==> src/rtl/i2c_div_pkg.sv <==
package i2c_div_pkg;
  localparam int TAP_W = 4;
  localparam int SDA_W = 3;
  localparam int OFS_W = 7;
  localparam int SPC_W = 8;
  localparam int PRE_W = 3;

  typedef struct packed {
    logic [PRE_W-1:0] prescale;
    logic [TAP_W-1:0] scl_tap;
    logic [SDA_W-1:0] sda_tap;
    logic [OFS_W-1:0] edge_ofs;
    logic [SPC_W-1:0] spacing;
  } tap_set_t;
endpackage

==> src/rtl/i2c_div_lookup.sv <==
module i2c_div_lookup
  import i2c_div_pkg::*;
(
  input  logic [7:0] code,
  output tap_set_t   taps
);
  logic [1:0] pre_f;
  logic [2:0] spc_f;
  logic [2:0] tap_f;

  assign pre_f = code[7:6];
  assign spc_f = code[5:3];
  assign tap_f = code[2:0];

  // Prescale select; the spare value maps to the largest factor
  always_comb begin
    unique case (pre_f)
      2'b00:   taps.prescale = 3'd1;
      2'b01:   taps.prescale = 3'd2;
      default: taps.prescale = 3'd4;
    endcase
  end

  // Tap-select pair
  always_comb begin
    unique case (tap_f)
      3'd0: begin taps.scl_tap = 4'd5;  taps.sda_tap = 3'd1; end
      3'd1: begin taps.scl_tap = 4'd6;  taps.sda_tap = 3'd1; end
      3'd2: begin taps.scl_tap = 4'd7;  taps.sda_tap = 3'd2; end
      3'd3: begin taps.scl_tap = 4'd8;  taps.sda_tap = 3'd2; end
      3'd4: begin taps.scl_tap = 4'd9;  taps.sda_tap = 3'd3; end
      3'd5: begin taps.scl_tap = 4'd10; taps.sda_tap = 3'd3; end
      3'd6: begin taps.scl_tap = 4'd12; taps.sda_tap = 3'd4; end
      default: begin taps.scl_tap = 4'd15; taps.sda_tap = 3'd4; end
    endcase
  end

  // Spacing pair; the spacing is a power of two
  always_comb begin
    taps.spacing = SPC_W'(1) << spc_f;
    unique case (spc_f)
      3'd0:    taps.edge_ofs = 7'd5;
      3'd5:    taps.edge_ofs = 7'd14;
      3'd6:    taps.edge_ofs = 7'd30;
      3'd7:    taps.edge_ofs = 7'd126;
      default: taps.edge_ofs = 7'd6;
    endcase
  end
endmodule

==> src/rtl/i2c_div_calc.sv <==
module i2c_div_calc
  import i2c_div_pkg::*;
#(
  parameter int CNT_W = 13
) (
  input  tap_set_t         taps,
  output logic [CNT_W-1:0] period,
  output logic [CNT_W-1:0] hold,
  output logic [CNT_W-1:0] sda_dly
);
  logic [CNT_W-1:0] pre, st, sd, ofs, spc, span, core_p, core_h;

  assign pre  = CNT_W'(taps.prescale);
  assign st   = CNT_W'(taps.scl_tap);
  assign sd   = CNT_W'(taps.sda_tap);
  assign ofs  = CNT_W'(taps.edge_ofs);
  assign spc  = CNT_W'(taps.spacing);
  assign span = (st - CNT_W'(1)) * spc;

  assign core_p  = (ofs << 1) + span + CNT_W'(2);
  assign core_h  = ofs + span + CNT_W'(3);
  assign period  = pre * core_p;
  assign hold    = pre * core_h;
  assign sda_dly = pre * sd * spc;
endmodule

==> src/rtl/i2c_div_phase.sv <==
module i2c_div_phase #(
  parameter int CNT_W = 13
) (
  input  logic             clk,
  input  logic             rst_n,
  input  logic             en,
  input  logic             restart,
  input  logic [CNT_W-1:0] period,
  input  logic [CNT_W-1:0] sda_dly,
  output logic             scl_fall,
  output logic             scl_rise,
  output logic             sda_chg,
  output logic             scl_hi
);
  logic [CNT_W-1:0] cnt;
  logic [CNT_W-1:0] half;
  logic             active;
  logic             last;

  assign half = period >> 1;
  assign last = (cnt == period - CNT_W'(1));

  always_ff @(posedge clk or negedge rst_n) begin
    if (!rst_n) begin
      cnt    <= '0;
      active <= 1'b0;
    end else if (!en) begin
      cnt    <= '0;
      active <= 1'b0;
    end else if (restart) begin
      cnt    <= '0;
      active <= 1'b1;
    end else if (active) begin
      cnt <= last ? '0 : cnt + CNT_W'(1);
    end
  end

  assign scl_fall = active && (cnt == '0);
  assign scl_rise = active && (cnt == half);
  assign sda_chg  = active && (cnt == sda_dly);
  assign scl_hi   = !active || (cnt >= half);

  p_restart_fall_r12: assert property (@(posedge clk) disable iff (!rst_n)
    en && restart |=> scl_fall);
  p_wrap_fall_r7: assert property (@(posedge clk) disable iff (!rst_n)
    en && !restart && active && last |=> scl_fall);
  p_quiet_off_r11: assert property (@(posedge clk) disable iff (!rst_n)
    !en |=> !(scl_fall || scl_rise || sda_chg) && scl_hi);
  p_one_strobe_r9: assert property (@(posedge clk) disable iff (!rst_n)
    $onehot0({scl_fall, scl_rise, sda_chg}));
  p_fall_low_r8: assert property (@(posedge clk) disable iff (!rst_n)
    scl_fall |-> !scl_hi);
  p_rise_edge_r8: assert property (@(posedge clk) disable iff (!rst_n)
    scl_rise |-> scl_hi && $past(!scl_hi));
endmodule

==> src/rtl/i2c_scl_divider.sv <==
module i2c_scl_divider
  import i2c_div_pkg::*;
#(
  parameter int CNT_W = 13
) (
  input  logic             clk,
  input  logic             rst_n,
  input  logic             en,
  input  logic             restart,
  input  logic [7:0]       div_code,
  output logic             scl_fall,
  output logic             scl_rise,
  output logic             sda_chg,
  output logic             scl_hi,
  output logic [CNT_W-1:0] div_count,
  output logic [CNT_W-1:0] hold_count
);
  logic [7:0]       code_q;
  tap_set_t         taps;
  logic [CNT_W-1:0] sda_dly;

  // The code is captured only on an accepted restart
  always_ff @(posedge clk or negedge rst_n) begin
    if (!rst_n)             code_q <= '0;
    else if (en && restart) code_q <= div_code;
  end

  i2c_div_lookup u_lookup (
    .code (code_q),
    .taps (taps)
  );

  i2c_div_calc #(.CNT_W(CNT_W)) u_calc (
    .taps    (taps),
    .period  (div_count),
    .hold    (hold_count),
    .sda_dly (sda_dly)
  );

  i2c_div_phase #(.CNT_W(CNT_W)) u_phase (
    .clk      (clk),
    .rst_n    (rst_n),
    .en       (en),
    .restart  (restart),
    .period   (div_count),
    .sda_dly  (sda_dly),
    .scl_fall (scl_fall),
    .scl_rise (scl_rise),
    .sda_chg  (sda_chg),
    .scl_hi   (scl_hi)
  );

  p_code_hold_r10: assert property (@(posedge clk) disable iff (!rst_n)
    !(en && restart) |=> $stable(div_count) && $stable(hold_count));
endmodule

==> config.mk <==
export PLATFORM = sky130hd
export DESIGN_NAME = i2c_scl_divider
export DESIGN_NICKNAME = d
export VERILOG_FILES = /design/src/rtl/i2c_div_pkg.sv /design/src/rtl/i2c_div_lookup.sv /design/src/rtl/i2c_div_calc.sv /design/src/rtl/i2c_div_phase.sv /design/src/rtl/i2c_scl_divider.sv
export SDC_FILE = /design/constraint.sdc
export NUM_CORES = 1
export LEC_CHECK = 0
export BUFFER_PORTS_ARGS = -buffer_cell sky130_fd_sc_hd__clkbuf_2
export CAP_MARGIN = 5
export CORE_UTILIZATION = 50
export DETAILED_ROUTE_END_ITERATION = 8
export PLACE_DENSITY_LB_ADDON = 0.15
export SLEW_MARGIN = 20
export SYNTH_ARGS = -nofsm -noshare
export SYNTH_HDL_FRONTEND = slang
export SYNTH_SLANG_ARGS = --single-unit
export TNS_END_PERCENT = 100
==> constraint.sdc <==
create_clock -name clk -period 12.6 [get_ports clk]
set_input_delay 1.89 -clock clk [delete_from_list [all_inputs] [get_ports clk]]
set_output_delay 1.89 -clock clk [all_outputs]
set_load 0.005 [all_outputs]
==> results.tsv, run 1 <==
metric	value	unit
wl	16.4	mm
path_buf_inv	4	
status	completed	
die_h	127	um
dp_hpwl	14.0	mm
rr_startpoint	code_q[5]	
drt_iter0_markers	268	
initial_core_util	0.511	
post-route-period-util	0.882	
num_rows	45	
gp_congestion	0.856	
area_growth	6.95	%
drc_errors	0	
port_buffers	41	
viasPerCell	5.21	
path_clk_slew	0.07	ns
ios	42	
cts_tree	yes	
synth-edff-count	0	
max-cap-violations	0	
ctsHoldBuffers	0	
crit_family	adder cells	
cpPeakStageDelay	0.71	ns
crit_required	10.71	ns
rsz0062_at_grt	no	
firstDrtPassIters	4	
hold_path.class	register to register	
grt_first_pass_wirelength	28.3	mm
worstSetupStartpoint	code_q[5]	
overflow	0	
endpoint	scl_hi	
clockRootBuffer	clkbuf_16	
synth_seq_cells	22	
path_depth	33	
endpoint_kind	output port	
die_area	16100	um^2
fin_tns_setup	0	ns
crit_fanout	18	
grt_usage	0.216	
max_slew_margin	0.402	
vias	6100	
core_area	15200	um^2
grt_pass1_vias	6036	
final_nets	1187	
worst_pin_slew	0.896	ns
finalHoldViolCount	0	
clk_latency	0.26	ns
drtAntennaViolNets	0	
crit_slowest_cell	nor3b_1	
cts_inserted_buffers	3	
async_flop_share	1.00	
rrSetupSlack	3.09	ns
cts_max_level	1	
post_cts_resized	0	
syn_inst	943	
cts_sinks	22	
syn_area	7770	um^2
clockBufferDepth	2	
worst_setup_path_start_kind	register	
syn_avg_cell_area	8.24	um^2
ys_types	59	
fmaxAchievable	89.9	MHz
avgRoutedWirePerCell	14.0	um
finClkSkew	0.00247	ns
finalCriticalPeriod	11.12	ns
dpl.cell_count	1166	
worstPathArrival	9.23	ns
finalSetupViolCount	0	
yosysWarnings	0	
rr_worst_depth	31	
ys_seq_area_frac	0.0708	
drive_gt1_frac	0.0733	
grt_start_max_net_pins	31	
n_antenna_cell	0	
synthFlopType	dfrtp_1	
post_cts_buffers	0	
crit_type	register to output port	
die_x	127	um
regToRegEndpoint	u_phase.cnt[10]	
antenna_found_initial	0	
stdcell_count	1170	
finalMaxSlewViolations	0	
through the flow:
stage                     instance area (um^2)   util  setup slack (ns)  hold slack (ns)
after floorplan                           7850      -              2.73            0.522
after global placement                    8210  0.540              2.09            0.588
after detailed placement                  8210  0.540              1.76            0.608
after CTS                                 8320  0.547              1.44            0.618
after global routing                      8320  0.547             0.805            0.641
final                                     8320  0.547              1.48            0.623
per-layer routing:
layer / vias up / track usage / share of wire
met5: - / 0 / 0
met4: 0 / 0.0441 / 0.016
met3: 17 / 0.0118 / 0.030
met2: 85 / 0.363 / 0.46
met1: 2904 / 0.310 / 0.49
li1: 3094 / - / -
cells in the final DEF (no fill, tap or decap), types with 28 or more instances in the layout:
master | netlist | final
inv_1 | 148 | 148
nand2_1 | 119 | 119
xor2_1 | 37 | 37
xnor2_1 | 72 | 72
and2_1 | 36 | 36
clkbuf_2 | 1 | 41
fa_1 | 87 | 87
ha_1 | 105 | 105
nor2_1 | 49 | 49
a21oi_1 | 28 | 28
worst register-to-register path, delay by kind of cell, from the launching register on:
family / cells / cell delay, ns
adders and majority gates: 9 / 3.74
DFF: 1 / 0.53
buffers and inverters: 3 / 0.21
xor gates and xnor gates: 5 / 1.33
AOI/OAI and AO/OA: 4 / 0.65
and+or+nand+nor: 10 / 2.88
how the worst min path moves through the flow:
stage	startpoint	end	slack (ns)	cells past startpoint
2_1_floorplan	code_q[0]	code_q[0]	0.52	1
3_3_place_gp	u_phase.cnt[0]	u_phase.cnt[0]	0.59	1
3_5_place_dp	u_phase.cnt[0]	u_phase.cnt[0]	0.61	1
4_1_cts	u_phase.cnt[0]	u_phase.cnt[0]	0.62	1
5_1_grt	u_phase.cnt[0]	u_phase.cnt[0]	0.64	1
6_report	u_phase.cnt[0]	u_phase.cnt[0]	0.62	1
sequential cells by signal (all words and copies together) (netlist names):
| name | count |
|---|---|
| u_phase.active | 1 |
| code_q | 8 |
| u_phase.cnt | 13 |
Yosys cell counts, types with 2 or more instances:
cell	n	area, um^2
inv_1	148	556
nand2_1	119	447
ha_1	105	1310
fa_1	87	1740
xnor2_1	72	631
nor2_1	49	184
xor2_1	37	324
and2_1	36	225
clkbuf_1	30	113
a21oi_1	28	140
dfrtp_1	22	551
a21o_1	21	158
and3_1	16	100
o21ai_0	16	80.1
nand2b_1	15	93.8
nand3_1	15	75.1
o31ai_1	14	105
nor3_1	13	65.1
mux2_2	8	90.1
nor2b_1	7	43.8
nor4_1	7	43.8
o21a_1	7	52.6
o21bai_1	7	52.6
or3_1	7	43.8
a31oi_1	5	31.3
nand3b_1	4	30.0
a211o_1	3	26.3
a211oi_1	3	22.5
a22o_1	3	26.3
nor3b_1	3	22.5
a21boi_0	2	15.0
a32oi_1	2	17.5
and3b_1	2	17.5
conb_1	2	7.51
nand4_1	2	12.5
or3b_2	2	17.5
xnor3_1	2	45.0
kinds of logic (layout without fill, tap and decap cells):
group / after synthesis / count (layout) / synth area share
other cells: 2 / 23 / 0.000966
compound gates: 121 / 121 / 0.109
mux: 9 / 9 / 0.0129
buf+inv: 182 / 200 / 0.0892
fa+ha+maj: 192 / 192 / 0.393
simple gates: 302 / 302 / 0.190
xor+xnor: 113 / 113 / 0.134
flops: 22 / 22 / 0.0708
final cells by class:
class | count | area (um^2)
tap | 188 | 235
timing repair buffer | 47 | 250
sequential | 22 | 551
fill | 1486 | 6890
clock inverter | 1 | 30.0
inverter | 149 | 559
multi-input combinational | 760 | 6620
clock buffer | 3 | 75.1
Power of run 1 is not shown: default switching activity piles up to over one toggle a cycle in this logic, so the estimate is an artifact.
==> inputs of run 2 (changes only) <==
--- a/config.mk
+++ b/config.mk
@@ -5,10 +5,11 @@
 export SDC_FILE = /design/constraint.sdc
 export NUM_CORES = 1
 export LEC_CHECK = 0
-export BUFFER_PORTS_ARGS = -buffer_cell sky130_fd_sc_hd__clkbuf_2
+export ABC_CLOCK_PERIOD_IN_PS = 12600
 export CAP_MARGIN = 5
 export CORE_UTILIZATION = 50
 export DETAILED_ROUTE_END_ITERATION = 8
+export DONT_BUFFER_PORTS = 1
 export PLACE_DENSITY_LB_ADDON = 0.15
 export SLEW_MARGIN = 20
 export SYNTH_ARGS = -nofsm -noshare
==> run 2 against run 1 <==
- cell count down 3.4%
- fmax increased by 0.36%
- via count down 2.5%
- hold slack worse by 0.016 ns
- register-to-register slack gained 0.06 ns
- first-iteration DRC count up 1.9%
- die area unchanged
- critical endpoint unchanged
==> results.tsv, run 2 (synthesis gave the netlist of run 1 again) <==
metric	value	unit	change
initial_core_util	0.511		unchanged
regArea	551	um^2	unchanged
drc_errors	0		unchanged
final_nets	1146		-3.5%
vias	5949		-2.5%
dp_hpwl	13.8	mm	-0.99%
finalCriticalPeriod	11.08	ns	-0.0403 ns
port_buffers	0		-100%
post-route-period-util	0.879		-0.00320
hold_path.class	register to register		
fin_tns_setup	0	ns	unchanged
avgRoutedWirePerCell	14.3	um	+2.1%
core_area	15200	um^2	unchanged
die_area	16100	um^2	unchanged
num-fill-cells	1480		-0.40%
status	completed		
max_slew_margin	0.380		-0.0219
clockBufferDepth	2		unchanged
worst_slack	1.52	ns	+0.0403 ns
ios	42		unchanged
dpl_cell_area	8010	um^2	-2.5%
layout_commonest_cell	inv_1		
finClkSkew	0.00390	ns	+0.00144 ns
layout_common_cells	inv_1, nand2_1, ha_1		
top_regs	u_phase.cnt: 13 flops, code_q: 8 flops, u_phase.active: 1 flops		
ctsHoldBuffers	0		unchanged
rsz0062_at_grt	no		
grt_usage	0.215		-0.00104
gp_congestion	0.859		+0.35%
cts_sinks	22		unchanged
drt_iter0_markers	273		+1.9%
path_clk_slew	0.07	ns	about the same
post_cts_resized	0		unchanged
pre_cts_ws	1.78	ns	+0.0261 ns
post_cts_buffers	0		unchanged
multiInputGateArea	6620	um^2	unchanged
drtAntennaViolNets	0		unchanged
overflow	0		unchanged
fmaxAchievable	90.3	MHz	+0.36%
num_rows	45		unchanged
crit_required	10.71	ns	about the same
firstDrtPassIters	4		unchanged
antenna_found_initial	1		+1
clockRootBuffer	clkbuf_16		
crit_slowest_cell	nor3b_1		
finalHoldViolCount	0		unchanged
worst_pin_slew	0.929	ns	+0.0328 ns
clk_latency	0.26	ns	about the same
die_h	127	um	unchanged
max-cap-violations	0		unchanged
finalMaxSlewViolations	0		unchanged
grt_start_max_net_pins	25		-19%
worstPathArrival	9.19	ns	-0.04 ns
crit_fanout	18		unchanged
worst_setup_path_start_kind	register		
largest_reg_flops	13		unchanged
grt_pass1_vias	5866		-2.8%
cts_tree	yes		
design_area	8110	um^2	-2.4%
wl	16.1	mm	-1.4%
area_growth	4.35	%	
grt_first_pass_wirelength	28.1	mm	-0.59%
cpPeakStageDelay	0.70	ns	about the same
die_x	127	um	unchanged
crit_type	register to output port		
viasPerCell	5.26		+0.98%
cts_max_level	1		unchanged
top_register	u_phase.cnt		
drive_gt1_frac	0.0329		-0.0404
endpoint_kind	output port		
cts_inserted_buffers	3		unchanged
finalSetupViolCount	0		unchanged
==> run 2: worst max-delay path: cells and delay by family, from the launching register on <==
family,cells,cell delay [ns]
xor+xnor,5,1.27
fa+ha+maj,10,4.00
compound gates,8,1.60
buf+inv,3,0.16
simple gates,6,1.35
flops,1,0.53
==> run 2: through the flow <==
step                hold slack [ns]   util  instances
floorplan                     0.522      -        964
global placement              0.594  0.527       1125
detailed placement            0.595  0.527       1125
CTS                           0.606  0.533       1129
global route                  0.625  0.533       1129
finish                        0.607  0.534       1130
==> run 2: final cells by class <==
| type | count | area share |
|---|---|---|
| antenna | 1 | 0.000308 |
| clock buffer | 3 | 0.00925 |
| clock inverter | 1 | 0.00370 |
| inverter | 149 | 0.0689 |
| multi-input combinational | 760 | 0.815 |
| sequential | 22 | 0.0679 |
| tap | 188 | 0.0290 |
| timing repair buffer | 6 | 0.00555 |
==> run 2: path summary, 6_finish.rpt <==
| path | end | slack [ns] | startpoint | cells after the start |
|---|---|---|---|---|
| max | scl_hi | 1.52 | code_q[5] | 32 |
| min in group asynchronous | u_phase.cnt[5] | 1.31 | rst_n | 0 |
| min reg2reg | u_phase.cnt[0] | 0.61 | u_phase.cnt[0] | 1 |
| max reg2reg | u_phase.cnt[2] | 3.15 | code_q[5] | 31 |
| min | u_phase.cnt[0] | 0.61 | u_phase.cnt[0] | 1 |
| max in group asynchronous | u_phase.cnt[2] | 11.21 | rst_n | 0 |
==> run 2: metal layers <==
metal,vias to the layer above,global-route usage,routed length (um)
met5,-,0,0
met4,0,0.0210,65
met3,5,0.0152,579
met2,69,0.371,7670
met1,2869,0.307,7840
li1,3006,-,-
Power of run 2 is left out for the same reason.
==> inputs of run 3 (changes only) <==
--- a/config.mk
+++ b/config.mk
@@ -5,8 +5,10 @@
 export SDC_FILE = /design/constraint.sdc
 export NUM_CORES = 1
 export LEC_CHECK = 0
+export ABC_AREA = 1
 export ABC_CLOCK_PERIOD_IN_PS = 12600
 export CAP_MARGIN = 5
+export CORE_MARGIN = 2
 export CORE_UTILIZATION = 50
 export DETAILED_ROUTE_END_ITERATION = 8
 export DONT_BUFFER_PORTS = 1
==> run 3 against run 2 <==
- cell count is 24% higher
- sequential share of layout area is 0.44 points lower
- die area increased by 9.8%
- flip-flop and latch count unchanged
- hold slack hardly changed
- clock skew about the same
- via count is 19% higher
- routed wire length grew 10%
- worst setup slack got worse by 0.020 ns
- critical path type unchanged
- critical endpoint is now scl_rise
==> results.tsv, run 3 <==
metric	value	unit	change
drt_iter0_markers	367		+34%
rr_worst_depth	40		+29%
synth-edff-count	0		unchanged
post_cts_resized	0		unchanged
whs_path_depth	2		+1
clk_latency	0.26	ns	about the same
layout_common_cells	nand2_1, inv_1, nor2_1		
regToRegEndpoint	u_phase.cnt[3]		
overflow	0		unchanged
synthFlopType	dfrtp_1		
n_antenna_cell	0		-1
hp-start	u_phase.cnt[2]		
clockBufferDepth	2		unchanged
ios	42		unchanged
cpPeakStageDelay	0.57	ns	-0.13 ns
crit_required	10.71	ns	about the same
drtAntennaViolNets	0		unchanged
syn_avg_cell_area	7.09	um^2	-14%
dp_hpwl	15.5	mm	+12%
syn_area	8290	um^2	+6.6%
max_slew_margin	0.453		+0.0733
async_flop_share	1.00		unchanged
finalSetupViolCount	0		unchanged
top_register	u_phase.cnt		
max-cap-violations	0		unchanged
viasPerCell	5.05		-4.1%
yosysWarnings	0		unchanged
cts_tree	yes		
stdcell_count	1399		+24%
multiInputGateArea	6810	um^2	+3.0%
die_h	133	um	+4.8%
rsz0062_at_grt	no		
synth_common_cells	nand2_1, inv_1, nor2_1		
gr-usage-met3	0.0180		+0.00282
crit_slowest_cell	nor2_1		
grt_pass1_vias	6769		+15%
vias	7064		+19%
synth_seq_cells	22		unchanged
post-route-period-util	0.881		+0.00161
rrSetupSlack	3.53	ns	+0.38 ns
finalMaxSlewViolations	0		unchanged
hold_path.class	register to register		
firstDrtPassIters	6		+2
layout_commonest_cell	nand2_1		
crit_top_cell	nand2_1		
endpoint_kind	output port		
avgRoutedWirePerCell	12.7	um	-11%
rr_startpoint	code_q[5]		
status	completed		
num_rows	47		+4.4%
port_buffers	0		unchanged
worstPathArrival	9.21	ns	+0.02 ns
cts_max_level	1		unchanged
yosys.area.top_type	fa_1		
fmaxAchievable	90.1	MHz	-0.18%
met1_usage	0.311		+0.00409
drc_errors	0		unchanged
die_area	17600	um^2	+9.8%
largest_reg_flops	13		unchanged
grt_first_pass_wirelength	31.1	mm	+11%
regArea	551	um^2	unchanged
gp_congestion	0.888		+3.4%
worst_pin_slew	0.821	ns	-0.108 ns
area_growth	4.66	%	
final_nets	1384		+21%
initial_core_util	0.505		-0.00606
core_area	16400	um^2	+7.9%
num-fill-cells	1621		+9.5%
crit_fanout	8		-10
crit_type	register to output port		
busiest_layer	met2		
post_cts_buffers	0		unchanged
yosysMostFrequentCell	nand2_1		
clockRootBuffer	clkbuf_16		
grt_start_max_net_pins	23		-8.0%
ys_types	55		-6.8%
finClkSkew	0.00408	ns	+0.000180 ns
dpl.cell_count	1395		+24%
grt_util_met2	0.349		-0.0229
worst_setup_path_start_kind	register		
top_regs	u_phase.cnt: 13 flops, code_q: 8 flops, u_phase.active: 1 flops		
die_x	133	um	+4.8%
hold_path_end	u_phase.cnt[2]		
ctsHoldBuffers	0		unchanged
cts_inserted_buffers	3		unchanged
finalHoldViolCount	0		unchanged
grt_usage	0.211		-0.00427
wl	17.8	mm	+10%
syn_inst	1169		+24%
synth.top_cell.area_share	0.210		-0.0140
path_clk_slew	0.06	ns	about the same
ys_seq_area_frac	0.0664		-0.00441
antenna_found_initial	0		-1
finalCriticalPeriod	11.10	ns	+0.0203 ns
drive_gt1_frac	0.0696		+0.0366
synth_area_leaders	fa_1, ha_1, nand2_1		
fin_tns_setup	0	ns	unchanged
cts_sinks	22		unchanged
run 3: cell count changes after synthesis, moves of 13 or more:
cell,previous run,this run
nand2_1,119,253
inv_1,148,237
nor2_1,49,121
xnor2_1,72,25
nand3_1,15,56
and2_1,36,2
clkbuf_1,30,11
nand2_2,0,19
nand4_1,2,21
a21o_1,21,3
and3_1,16,1
nand2b_1,15,0
o31ai_1,14,1
run 3: logic make-up after synthesis:
group,count (synthesis),share of synthesized area
flops,22,0.0664
buf+inv,263,0.122
mux,1,0.00136
compound gates,91,0.0681
other cells,2,0.000906
xor+xnor,78,0.0904
fa+ha+maj,192,0.368
simple gates,520,0.283
run 3: metal layers:
layer | part of all wire | wire length (um) | vias to the layer above
li1 | - | - | 3622
met1 | 0.51 | 9070 | 3298
met2 | 0.44 | 7820 | 134
met3 | 0.042 | 746 | 10
met4 | 0.0077 | 136 | 0
met5 | 0 | 0 | -
run 3: metrics by stage:
stage	util	instance area [um^2]	setup slack, ns	hold slack [ns]
after floorplan	-	8370	2.72	0.504
after global placement	0.523	8570	2.12	0.576
after detailed placement	0.523	8570	1.86	0.597
after CTS	0.529	8680	1.54	0.611
after global routing	0.529	8680	0.853	0.648
final	0.529	8680	1.50	0.607
run 3: area by class of cell:
type	instances	area share
Sequential cell	22	0.0634
Timing Repair Buffer	1	0.000865
Multi-Input combinational cell	905	0.785
Clock buffer	3	0.00865
Tap cell	220	0.0317
Clock inverter	1	0.00346
Inverter	247	0.107
run 3: worst max-delay path by stage:
stage	start	endpoint	slack (ns)	depth (start not counted)
2_1_floorplan	code_q[5]	scl_rise	2.72	40
3_3_place_gp	code_q[5]	scl_rise	2.12	40
3_5_place_dp	code_q[5]	scl_rise	1.86	40
4_1_cts	code_q[5]	scl_rise	1.54	40
5_1_grt	code_q[5]	scl_rise	0.85	40
6_report	code_q[5]	scl_rise	1.50	40
run 3: critical path: cells and delay by family (launching register included):
kind / cells / cell delay (ns)
AO/OA/AOI/OAI: 7 / 1.17
XOR/XNOR: 2 / 0.39
adder cells (fa/ha/maj): 10 / 4.21
buffers and inverters: 6 / 0.57
flip-flops: 1 / 0.41
AND/OR/NAND/NOR: 15 / 2.18
Power of run 3 is left out for the same reason.
